<file path="src/rtl/pdw_pkg.sv">
package pdw_pkg;
  localparam int CFG_W  = 8;
  localparam int F_XTAL = 0;
  localparam int F_FAST = 1;
  localparam int F_SLOW = 2;
  localparam int F_DLY  = 3;
  localparam int F_IEN  = 4;
  localparam int F_FLAG = 5;
  localparam int F_ARM  = 6;
  localparam int F_WAIT = 7;

  typedef enum logic [1:0] {
    PS_RUN    = 2'd0,
    PS_DOWN   = 2'd1,
    PS_SETTLE = 2'd2
  } pd_state_e;

  // packed MSB first: field order matches the F_* positions
  typedef struct packed {
    logic wait_cpu;
    logic arm;
    logic flag;
    logic ien;
    logic dly;
    logic slow;
    logic fast;
    logic xtal;
  } cfg_t;

  // settle length in cycles for the selected clock source
  function automatic int settle_len(input logic fast_src, input int xtal_len,
                                    input int fast_len);
    return fast_src ? fast_len : xtal_len;
  endfunction

  // power-down entry rule
  function automatic logic entry_ok(input logic arm, input logic wait_cpu,
                                    input logic sleep);
    return arm && (!wait_cpu || sleep);
  endfunction
endpackage

</file>
<file path="src/rtl/pdw_regs.sv">
module pdw_regs
  import pdw_pkg::*;
#(
  parameter logic [2:0] RST_OSC = 3'b111
) (
  input  logic clk,
  input  logic rst_n,
  input  logic we,
  input  cfg_t wdata,
  input  logic wake_hit,
  output cfg_t cfg,
  output logic flag_set,
  output logic flag_clr
);
  assign flag_set = wake_hit && cfg.ien;
  assign flag_clr = we && wdata.flag;

  always_ff @(posedge clk or negedge rst_n) begin
    if (!rst_n) begin
      cfg <= cfg_t'({5'b0, RST_OSC});
    end else begin
      if (we) begin
        cfg.xtal     <= wdata.xtal;
        cfg.fast     <= wdata.fast;
        cfg.slow     <= wdata.slow;
        cfg.dly      <= wdata.dly;
        cfg.ien      <= wdata.ien;
        cfg.wait_cpu <= wdata.wait_cpu;
        cfg.arm      <= wdata.arm;
      end
      // hardware clear on wake wins over a software write
      if (wake_hit) cfg.arm <= 1'b0;
      // a wake event wins over a clearing write
      if (flag_set)      cfg.flag <= 1'b1;
      else if (flag_clr) cfg.flag <= 1'b0;
    end
  end
endmodule

</file>
<file path="src/rtl/pdw_fsm.sv">
module pdw_fsm
  import pdw_pkg::*;
#(
  parameter int XTAL_DLY = 4096,
  parameter int FAST_DLY = 256
) (
  input  logic      clk,
  input  logic      rst_n,
  input  logic      arm,
  input  logic      wait_cpu,
  input  logic      cpu_sleep,
  input  logic      wake_any,
  input  logic      dly_en,
  input  logic      src_fast,
  output pd_state_e st,
  output logic      enter,
  output logic      wake_hit
);
  localparam int MAXD = (XTAL_DLY > FAST_DLY) ? XTAL_DLY : FAST_DLY;
  localparam int CW   = $clog2(MAXD + 1);

  logic [CW-1:0] cnt;
  logic [CW-1:0] lim;

  assign enter    = (st == PS_RUN) && entry_ok(arm, wait_cpu, cpu_sleep);
  assign wake_hit = (st == PS_DOWN) && wake_any;

  always_ff @(posedge clk or negedge rst_n) begin
    if (!rst_n) begin
      st  <= PS_RUN;
      cnt <= '0;
      lim <= '0;
    end else begin
      case (st)
        PS_RUN: if (enter) st <= PS_DOWN;
        PS_DOWN: if (wake_hit) begin
          cnt <= '0;
          lim <= CW'(settle_len(src_fast, XTAL_DLY, FAST_DLY) - 1);
          st  <= dly_en ? PS_SETTLE : PS_RUN;
        end
        PS_SETTLE: begin
          if (cnt == lim) st <= PS_RUN;
          else            cnt <= cnt + 1'b1;
        end
        default: st <= PS_RUN;
      endcase
    end
  end
endmodule

</file>
<file path="src/rtl/pdw_osc_gate.sv">
module pdw_osc_gate #(
  parameter int             N         = 3,
  parameter logic [N-1:0]   STOP_MASK = '1
) (
  input  logic [N-1:0] en_req,
  input  logic         pd,
  output logic [N-1:0] en_o
);
  for (genvar g = 0; g < N; g++) begin : g_osc
    if (STOP_MASK[g]) begin : g_stop
      assign en_o[g] = en_req[g] && !pd;
    end else begin : g_keep
      assign en_o[g] = en_req[g];
    end
  end
endmodule

</file>
<file path="src/rtl/pwrdn_wake_ctl.sv">
module pwrdn_wake_ctl
  import pdw_pkg::*;
#(
  parameter int         XTAL_DLY = 4096,
  parameter int         FAST_DLY = 256,
  parameter logic [2:0] RST_OSC  = 3'b111
) (
  input  logic             clk,
  input  logic             rst_n,
  input  logic             cfg_we,
  input  logic [CFG_W-1:0] cfg_wdata,
  output logic [CFG_W-1:0] cfg_rdata,
  input  logic             cpu_sleep,
  input  logic             wake_gpio,
  input  logic             wake_uart,
  input  logic             src_fast,
  output logic             xtal_en_o,
  output logic             fast_osc_en_o,
  output logic             slow_osc_en_o,
  output logic             pll_run_o,
  output logic             sysclk_en_o,
  output logic             pd_active_o,
  output logic             wake_irq_o
);
  cfg_t      cfg;
  pd_state_e st;
  logic      wake_any;
  logic      wake_hit;
  logic      enter;
  logic      flag_set;
  logic      flag_clr;
  logic      pd_now;
  logic [2:0] osc_en;

  assign wake_any = wake_gpio || wake_uart;
  assign pd_now   = (st == PS_DOWN);

  pdw_regs #(.RST_OSC(RST_OSC)) u_regs (
    .clk(clk), .rst_n(rst_n), .we(cfg_we), .wdata(cfg_t'(cfg_wdata)),
    .wake_hit(wake_hit), .cfg(cfg), .flag_set(flag_set), .flag_clr(flag_clr)
  );

  pdw_fsm #(.XTAL_DLY(XTAL_DLY), .FAST_DLY(FAST_DLY)) u_fsm (
    .clk(clk), .rst_n(rst_n), .arm(cfg.arm), .wait_cpu(cfg.wait_cpu),
    .cpu_sleep(cpu_sleep), .wake_any(wake_any), .dly_en(cfg.dly),
    .src_fast(src_fast), .st(st), .enter(enter), .wake_hit(wake_hit)
  );

  // crystal and fast oscillator stop in power-down, slow one keeps running
  pdw_osc_gate #(.N(3), .STOP_MASK(3'b011)) u_osc (
    .en_req({cfg.slow, cfg.fast, cfg.xtal}), .pd(pd_now), .en_o(osc_en)
  );

  assign xtal_en_o     = osc_en[0];
  assign fast_osc_en_o = osc_en[1];
  assign slow_osc_en_o = osc_en[2];
  assign pll_run_o     = !pd_now;
  assign sysclk_en_o   = (st == PS_RUN);
  assign pd_active_o   = pd_now;
  assign wake_irq_o    = cfg.flag && cfg.ien;
  assign cfg_rdata     = cfg;
endmodule

</file>
<file path="config.mk">
export PLATFORM = sky130hd
export DESIGN_NAME = pwrdn_wake_ctl
export DESIGN_NICKNAME = d
export VERILOG_FILES = /design/src/rtl/pdw_pkg.sv /design/src/rtl/pdw_regs.sv /design/src/rtl/pdw_fsm.sv /design/src/rtl/pdw_osc_gate.sv /design/src/rtl/pwrdn_wake_ctl.sv
export SDC_FILE = /design/constraint.sdc
export NUM_CORES = 1
export LEC_CHECK = 0
export BUFFER_PORTS_ARGS = -buffer_cell sky130_fd_sc_hd__buf_2
export CAP_MARGIN = 10
export CELL_PAD_IN_SITES_DETAIL_PLACEMENT = 1
export CELL_PAD_IN_SITES_GLOBAL_PLACEMENT = 1
export CORE_UTILIZATION = 35
export DETAILED_ROUTE_END_ITERATION = 16
export PLACE_DENSITY = 0.65
export SETUP_SLACK_MARGIN = 0.05
export SYNTH_ARGS = -nofsm -noshare
export SYNTH_HDL_FRONTEND = slang
export SYNTH_SLANG_ARGS = --single-unit
</file>
<file path="constraint.sdc">
create_clock -name clk -period 5.7 [get_ports clk]
set_input_delay 0.285 -clock clk [delete_from_list [all_inputs] [get_ports clk]]
set_output_delay 0.285 -clock clk [all_outputs]
set_load 0.02 [all_outputs]
</file>
==> flow_summary.ini, run 1 <==
[synthesis]
synth-compound-area-share_pct = 17.2
synth-simple-area-share_pct = 24.6
ys_ff_latch = 25
ys_seq_area_share_pct = 42.9
synth.distinct_cells = 46
synth_top_area_share_pct = 37.5
synthMuxAreaShare_pct = 6.73
synth_area_leaders = dfrtp_1, dfstp_2, nand2_1, mux2_2, nand3_1
yosys.area.top_type = dfrtp_1
synthCells = 158
avgSynthCellArea_um2 = 9.29
synth_top_family_by_area = simple AND/OR/NAND/NOR gates
synth_fa_ha_area_share_pct = 3.41
synth_edf_count = 0
yosys.area_share.xor_xnor_pct = 0
syn_area_um2 = 1470
synth_ff_type = dfrtp_1
syn_nets = 177
yosys_warnings = 0
synthArstFlopShare_pct = 100

[clocking]
clk_pin_slew_ps = 90
hold_buffers = 0
cts_buffer_depth = 2
insertion_delay_ps = 270
h-tree-depth = 1
cts_sinks = 25
clockRootBuffer = clkbuf_8
cts_tree = built
cts_setup_buffers = 0
cts_resized = 0
cts_made_buffers = 3

[timing]
finalCritPeriodShare_pct = 40.1
finalCriticalPeriod_ps = 2280
max_slew_margin_pct = 50.2
maxSlewViolCount = 0
grt_setup_unrepaired = false
tns_ps = 0
worstMarginPinSlew_ps = 748
max_clock_freq_ghz = 0.438
setup_viol = 0
worst_slack_ps = 3420
whs_ps = 8.73
finClkSkew_ps = 2.12
finalHoldViolations = 0

[place]
placed_cells_incl_taps = 227
place_area_um2 = 1620
place_worst_setup_slack_ps = 3430
place_congestion = 0.830
io_buffers = 29
dp_hpwl_um = 2730

[critical_path]
cp_slowest_stage_delay_ps = 530
critPathCaptureType = flop
crit_buf_inv = 0
worstPathRequired_ps = 5860
critPathKind = reg2reg
critical_path.max_fanout = 7
crit_slowest_cell = or4_1
crit_chain = or4_1, o32a_2, a21o_1, a222oi_1, mux2_1
cpLargestDelayFamily = compound AO/OA/AOI/OAI gates
cp-start-kind = flop
critPathArrivalTime_ps = 2440

[finish]
area_delta_synth_final_pct = 13.7
num_antenna_cells = 0
nets = 201
layout_common_cells = buf_2, dfrtp_1, nand2_1
fin_util_pct = 41.7
stdcell_count = 231
fin_area_um2 = 1670
final_common_cell = buf_2
fillCellCount = 480
drive_gt1_share_pct = 26.0

[power]
power_frac_seq_pct = 56.8
switchingPower_mw = 0.0836
powerDensity_nw_per_um2 = 197
combPwrFrac_pct = 10.2
p_sw_share_pct = 25.4
power_frac_clock_pct = 33.0
leakagePower_nw = 0.782
p_int_mw = 0.246
vdd_drop_max_mv = 0.106
finalPower_mw = 0.329

[drt]
post_drt_via_cell_ratio = 5.59
ant_nets = 0
wl_um = 3750
wl_per_cell_um = 16.2
drtIter0Drc = 85
drc_errors = 0
drt_first_pass_iters = 4
vias = 1292

[floorplanning]
fp.dieH_um = 66.8
initial_core_util_pct = 36.7
core_region_area_um2 = 4000
io_pins = 30
rows = 23
die_area_um2 = 4460
die_w_um = 66.8

[global_route]
grt_first_pass_wirelength_um = 6330
grt.total_usage_pct = 19.0
grt_overflow_total = 0
antenna_found_initial = 0
grt_max_degree = 26
grt_pass1_vias = 1295

[worst_hold_path]
worstHoldPathType = in2async

[run]
cap_violations = 0

[status]
status = complete, no violations
## cell usage after synthesis (all sizes together), types with 3 or more instances
library cell,n
nand2,21
nor2,9
buf,5
a211o,3
o21ai,5
clkbuf,6
ha,4
nand3,11
and3,6
dfstp,3
or3,3
a21oi,9
dfrtp,22
mux2,7
and2,3
inv,4
o211ai,6
## final cells by class
| class | instances | area (µm²) | area share, % |
|---|---|---|---|
| clock inverters | 1 | 5.00 | 0.300 |
| repair buffers | 30 | 153 | 9.15 |
| well taps | 50 | 62.6 | 3.75 |
| multi-input cells | 118 | 763 | 45.7 |
| inverters | 4 | 15.0 | 0.900 |
| flip-flops and latches | 25 | 629 | 37.7 |
| clock buffers | 3 | 41.3 | 2.47 |
## worst paths after layout
path	depth (start not counted)	from	slack [ps]	endpoint
min	1	rst_n	9	u_fsm.cnt[12]
min reg2reg	2	u_fsm.lim[11]	530	u_fsm.lim[11]
max	5	u_fsm.cnt[11]	3420	u_fsm.st[0]
min in group clk	2	src_fast	200	u_fsm.lim[11]
max reg2reg	5	u_fsm.cnt[11]	3420	u_fsm.st[0]
max in group asynchronous	1	rst_n	5310	u_fsm.cnt[4]
## cell families after synthesis
| logic type | after synthesis |
|---|---|
| adder cells (fa/ha/maj) | 4 |
| multiplexers | 9 |
| AO/OA/AOI/OAI | 36 |
| flip-flops | 25 |
| AND/OR/NAND/NOR | 69 |
| buffers and inverters | 15 |
## power by group through the flow
stage	Clock, mW	Combinational [mW]	Sequential [mW]
global route	0.123	0.0370	0.188
detailed placement	0	0.0344	0.191
floorplan	0	0.0176	0.194
CTS	0.113	0.0345	0.187
global placement	0	0.0338	0.190
finish	0.109	0.0336	0.187
## registers in the layout (all words and copies together) (netlist names)
name	cells
u_fsm.cnt	13
u_fsm.lim	2
u_fsm.st	2
u_regs.cfg	8
## per-layer routing
layer | track usage [%] | vias to the layer above | wire (µm)
met5 | 0 | - | 0
met2 | 30.3 | 20 | 1800
li1 | - | 626 | -
met4 | 5.85 | 0 | 59
met1 | 25.3 | 640 | 1780
met3 | 4.28 | 6 | 106
(Power assumes the default switching activity.)
==> run 2, diff against run 1 <==
==> constraint.sdc (replaced) <==
create_clock -name clk -period 2.32 [get_ports clk]
set_input_delay 0.116 -clock clk [delete_from_list [all_inputs] [get_ports clk]]
set_output_delay 0.116 -clock clk [all_outputs]
set_load 0.02 [all_outputs]
==> run 2 against run 1 <==
  * Global-route usage up 0.71 points
  * Setup slack worse by 3300 ps
  * Sequential share of layout area down 1.5 points
  * Critical path depth stayed put
  * Combinational power rose to 2.5 times the previous value
  * Highest routed layer unchanged
  * Clock-buffer cell count rose by 1
  * Via count up 6.3%
  * Final area up 4.1%
  * Fmax increased by 5.0%
==> flow_summary.ini, run 2 (synthesis gave the netlist of run 1 again) <==
[power]
powerDensity_nw_per_um2 = 467
leakagePower_nw = 0.822
vdd_drop_max_mv = 0.289

[critical_path]
crit_slowest_cell = or4_1
r2r_slack_ps = 150
crit_chain = or4_1, o32a_2, a21o_1, a222oi_1, mux2_1
critPathCaptureType = flop
cp-start-kind = flop
reg2reg_from = u_fsm.cnt[10]
critPathKind = reg2reg
critPathArrivalTime_ps = 2330
worstPathRequired_ps = 2480
cp_slowest_stage_delay_ps = 520
reg2reg_depth = 5
reg2reg_to = u_fsm.st[0]
critical_path.max_fanout = 4

[finish]
fin_util_pct = 43.4
final_common_cell = buf_2
num_antenna_cells = 0
layout_common_cells = buf_2, dfrtp_1, nand2_1
largest_register_ff_count = 13
top_regs = u_fsm.cnt: 13 flops, u_regs.cfg: 8 flops
fillCellCount = 467
largest-register = u_fsm.cnt
nets = 210
drive_gt1_share_pct = 28.4
area_delta_synth_final_pct = 18.4

[drt]
drc_errors = 0
wl_per_cell_um = 16.4
drt_first_pass_iters = 4
post_drt_via_cell_ratio = 5.73
drtIter0Drc = 92
ant_nets = 0
vias = 1374
wl_um = 3930

[global_route]
grt_max_degree = 26
grt.total_usage_pct = 19.7
grt_first_pass_wirelength_um = 6490
antenna_found_initial = 0
grt_pass1_vias = 1361
grt_overflow_total = 0

[worst_hold_path]
worstHoldPathType = in2reg
whs_path_depth = 2
holdPathEnd = u_fsm.lim[11]
hold_start = src_fast

[floorplanning]
fp.dieH_um = 66.8
core_region_area_um2 = 4000
initial_core_util_pct = 36.7
die_area_um2 = 4460
die_w_um = 66.8
io_pins = 30
rows = 23

[status]
status = complete, no violations

[place]
place_worst_setup_slack_ps = 136
dp_hpwl_um = 2920
io_buffers = 29
place_congestion = 0.795

[timing]
tns_ps = 0
finalCriticalPeriod_ps = 2170
setup_viol = 0
grt_setup_unrepaired = false
finalHoldViolations = 0
max_slew_margin_pct = 62.0
worst_slack_ps = 146
worstMarginPinSlew_ps = 570
whs_ps = 19.9
maxSlewViolCount = 0
finClkSkew_ps = 7.96
finalCritPeriodShare_pct = 93.7
max_clock_freq_ghz = 0.460

[clocking]
cts_made_buffers = 3
clk_pin_slew_ps = 90
clockRootBuffer = clkbuf_8
cts_tree = built
cts_resized = 0
h-tree-depth = 1
cts_sinks = 25
insertion_delay_ps = 280
cts_buffer_depth = 2

[run]
cap_violations = 0
-- run 2: changes by cell type in the layout (fill, tap and decap cells not counted) --
cell           change
clkbuf_1           +1
clkinv_2           -1
buf_4              +8
dlygate4sd3_1      +1
-- run 2: report_power, final --
group / switching, mW / internal (mW) / total (mW)
clock: 0.145 / 0.123 / 0.269
combinational: 0.0510 / 0.0331 / 0.0841
sequential: 0.00792 / 0.451 / 0.459
-- run 2: area by class of cell --
| cell class | instances | area [µm²] | area share (%) |
|---|---|---|---|
| sequential | 25 | 629 | 36.2 |
| multi-input combinational | 118 | 763 | 43.9 |
| timing repair buffer | 39 | 223 | 12.8 |
| clock buffer | 4 | 45.0 | 2.59 |
| inverter | 4 | 15.0 | 0.864 |
| tap | 50 | 62.6 | 3.60 |
-- run 2: through the flow --
stage | cell area, µm² | power (mW) | cells
after CTS | 1720 | 0.828 | 238
after global placement | 1670 | 0.549 | 233
final | 1740 | 0.812 | 240
after global routing | 1740 | 0.852 | 240
after detailed placement | 1670 | 0.553 | 233
after floorplan | 1470 | 0.520 | 158
-- run 2: how the worst max path moves through the flow --
stage	startpoint	end	slack (ps)	depth (start not counted)
CTS	u_fsm.cnt[10]	u_fsm.st[0]	110	5
floorplan	u_fsm.st[1]	u_fsm.cnt[9]	150	7
finish	u_fsm.cnt[10]	u_fsm.st[0]	150	5
detailed placement	u_fsm.cnt[10]	u_fsm.st[0]	140	5
global placement	u_fsm.cnt[10]	u_fsm.st[0]	200	5
global route	u_fsm.cnt[10]	u_fsm.st[0]	70	5
-- run 2: repair_timing --
action	4_1_cts	5_1_grt
endpoints found under the setup margin	0	1
hold buffers	1	0
hold endpoints to repair	22	0
buffers inserted	0	2
-- run 2: critical path, delay by kind of cell (launching register included) --
| kind | cells | cell delay (ps) |
|---|---|---|
| flops | 1 | 430 |
| simple gates | 1 | 520 |
| mux | 1 | 370 |
| compound gates | 3 | 740 |
-- run 2: routing by layer --
metal	vias up	global-route usage [%]	routed length, µm
met4	0	6.12	53
li1	641	-	-
met3	8	3.77	140
met5	-	0	0
met1	694	25.0	1780
met2	31	33.3	1960
==> run 3, diff against run 2 <==
--- a/config.mk
+++ b/config.mk
@@ -11,7 +11,8 @@
 export CELL_PAD_IN_SITES_GLOBAL_PLACEMENT = 1
 export CORE_UTILIZATION = 35
 export DETAILED_ROUTE_END_ITERATION = 16
-export PLACE_DENSITY = 0.65
+export MAX_ROUTING_LAYER = met4
+export PLACE_DENSITY = 0.68
 export SETUP_SLACK_MARGIN = 0.05
 export SYNTH_ARGS = -nofsm -noshare
 export SYNTH_HDL_FRONTEND = slang
==> constraint.sdc (replaced) <==
create_clock -name clk -period 1.85 [get_ports clk]
set_input_delay 0.0925 -clock clk [delete_from_list [all_inputs] [get_ports clk]]
set_output_delay 0.0925 -clock clk [all_outputs]
set_load 0.02 [all_outputs]
==> run 3 against run 2 <==
  * The run now ends with setup timing left
  * Setup slack lost 420 ps
  * Combinational power grew 31%
  * Clock power grew 34%
  * Clock skew shrank 3.9 ps
  * Final area grew 17%
  * Wire length grew 17%
  * Via count grew 5.3%
  * Sequential cell count is the same
  * Critical endpoint unchanged
==> flow_summary.ini, run 3 (synthesis gave the netlist of run 1 again) <==
[status]
status = finished with violations
violations = setup timing

[clocking]
cts_buffer_depth = 2
cts_made_buffers = 3
cts_tree = built
h-tree-depth = 1
insertion_delay_ps = 280
clk_pin_slew_ps = 100
clockRootBuffer = clkbuf_8
cts_sinks = 25

[global_route]
antenna_found_initial = 0
grt_pass1_vias = 1618
grt_max_degree = 26
grt_first_pass_wirelength_um = 7690
grt.total_usage_pct = 23.9
grt_overflow_total = 0

[timing]
worst_slack_ps = -279
max_slew_margin_pct = 60.6
finClkSkew_ps = 4.03
grt_setup_unrepaired = true
finalCritPeriodShare_pct = 115
whs_ps = 9.34
setup_viol = 14
max_clock_freq_ghz = 0.470
worstMarginPinSlew_ps = 592
maxSlewViolCount = 0
finalCriticalPeriod_ps = 2130
finalHoldViolations = 0

[floorplanning]
initial_core_util_pct = 36.7
die_area_um2 = 4460
core_region_area_um2 = 4000
io_pins = 30
fp.dieH_um = 66.8
rows = 23
die_w_um = 66.8

[place]
place_congestion = 0.759
dp_hpwl_um = 3330
io_buffers = 29

[critical_path]
critPathArrivalTime_ps = 2300
worstPathRequired_ps = 2030
r2r_slack_ps = -280
reg2reg_to = u_fsm.st[0]
reg2reg_from = u_fsm.lim[11]
critPathKind = reg2reg
critical_path.max_fanout = 2
reg2reg_depth = 6
cp-start-kind = flop
critPathCaptureType = flop

[finish]
layout_common_cells = buf_2, buf_4, dfrtp_1
largest_register_ff_count = 13
nets = 234
area_delta_synth_final_pct = 38.4
largest-register = u_fsm.cnt
top_regs = u_fsm.cnt: 13 flops, u_regs.cfg: 8 flops
drive_gt1_share_pct = 41.6
fin_util_pct = 50.8
num_antenna_cells = 0

[worst_hold_path]
holdPathEnd = u_regs.cfg[7]
whs_path_depth = 3
hold_start = cfg_wdata[7]
worstHoldPathType = in2reg

[drt]
ant_nets = 0
drc_errors = 0
wl_um = 4590
drtIter0Drc = 54
vias = 1447
post_drt_via_cell_ratio = 5.48
drt_first_pass_iters = 4
wl_per_cell_um = 17.4

[power]
finalPower_mw = 1.05
powerDensity_nw_per_um2 = 516
leakagePower_nw = 0.946
vdd_drop_max_mv = 0.268

[run]
cap_violations = 0
-- run 3: power by group --
group	internal [mW]	switching [mW]	total (mW)
logic	0.0429	0.0673	0.110
registers	0.566	0.0101	0.576
clock network	0.159	0.202	0.361
-- run 3: what timing repair did --
item                       4_1_cts  5_1_grt
buffers inserted                 5        1
setup endpoints to repair       12       15
hold endpoints to repair        23        0
pin swaps                       13        3
gates resized for setup         11        3
hold buffers                     2        0
cloned                           0        0
-- run 3: final cells by class --
cell class,instances,area (µm²)
tap,50,62.6
multi-input combinational,118,848
clock buffer,3,41.3
fill,470,1970
inverter,4,15.0
clock inverter,1,8.76
timing repair buffer,63,425
sequential,25,629
-- run 3: how the worst max path moves through the flow --
stage | start | end | slack [ps] | cells past startpoint
after floorplan | u_fsm.cnt[11] | u_fsm.st[0] | -270 | 5
after global placement | u_fsm.cnt[11] | u_fsm.st[0] | -190 | 5
after detailed placement | u_fsm.cnt[10] | u_fsm.st[0] | -300 | 5
after CTS | u_fsm.lim[11] | u_fsm.st[0] | -280 | 6
after global routing | u_fsm.lim[11] | u_fsm.st[0] | -290 | 6
final | u_fsm.lim[11] | u_fsm.st[0] | -280 | 6
-- run 3: per-stage QoR --
step           TNS [ps]  instances  cell area, µm²  worst slack [ps]
2_1_floorplan      -422        158            1490              -265
3_3_place_gp       -464        253            1850              -187
3_5_place_dp       -913        253            1850              -302
4_1_cts           -1700        263            2010              -283
5_1_grt           -2630        264            2030              -288
6_report          -1850        264            2030              -279
-- run 3: critical path, stage by stage (launching register included) --
cell,delay (ps)
dfrtp_1,390
or4_4,550
o32a_4,220
a21o_1,170
a222oi_1,220
buf_4,180
mux2_4,290
-- run 3: per-layer routing --
metal  vias to the layer above  track usage [%]  share of wire [%]
met5                         -                -                  0
met4                         0             9.31                1.7
met3                         7             3.25                2.0
met2                        17             43.3                 55
met1                       735             26.3                 42
li1                        688                -                  -
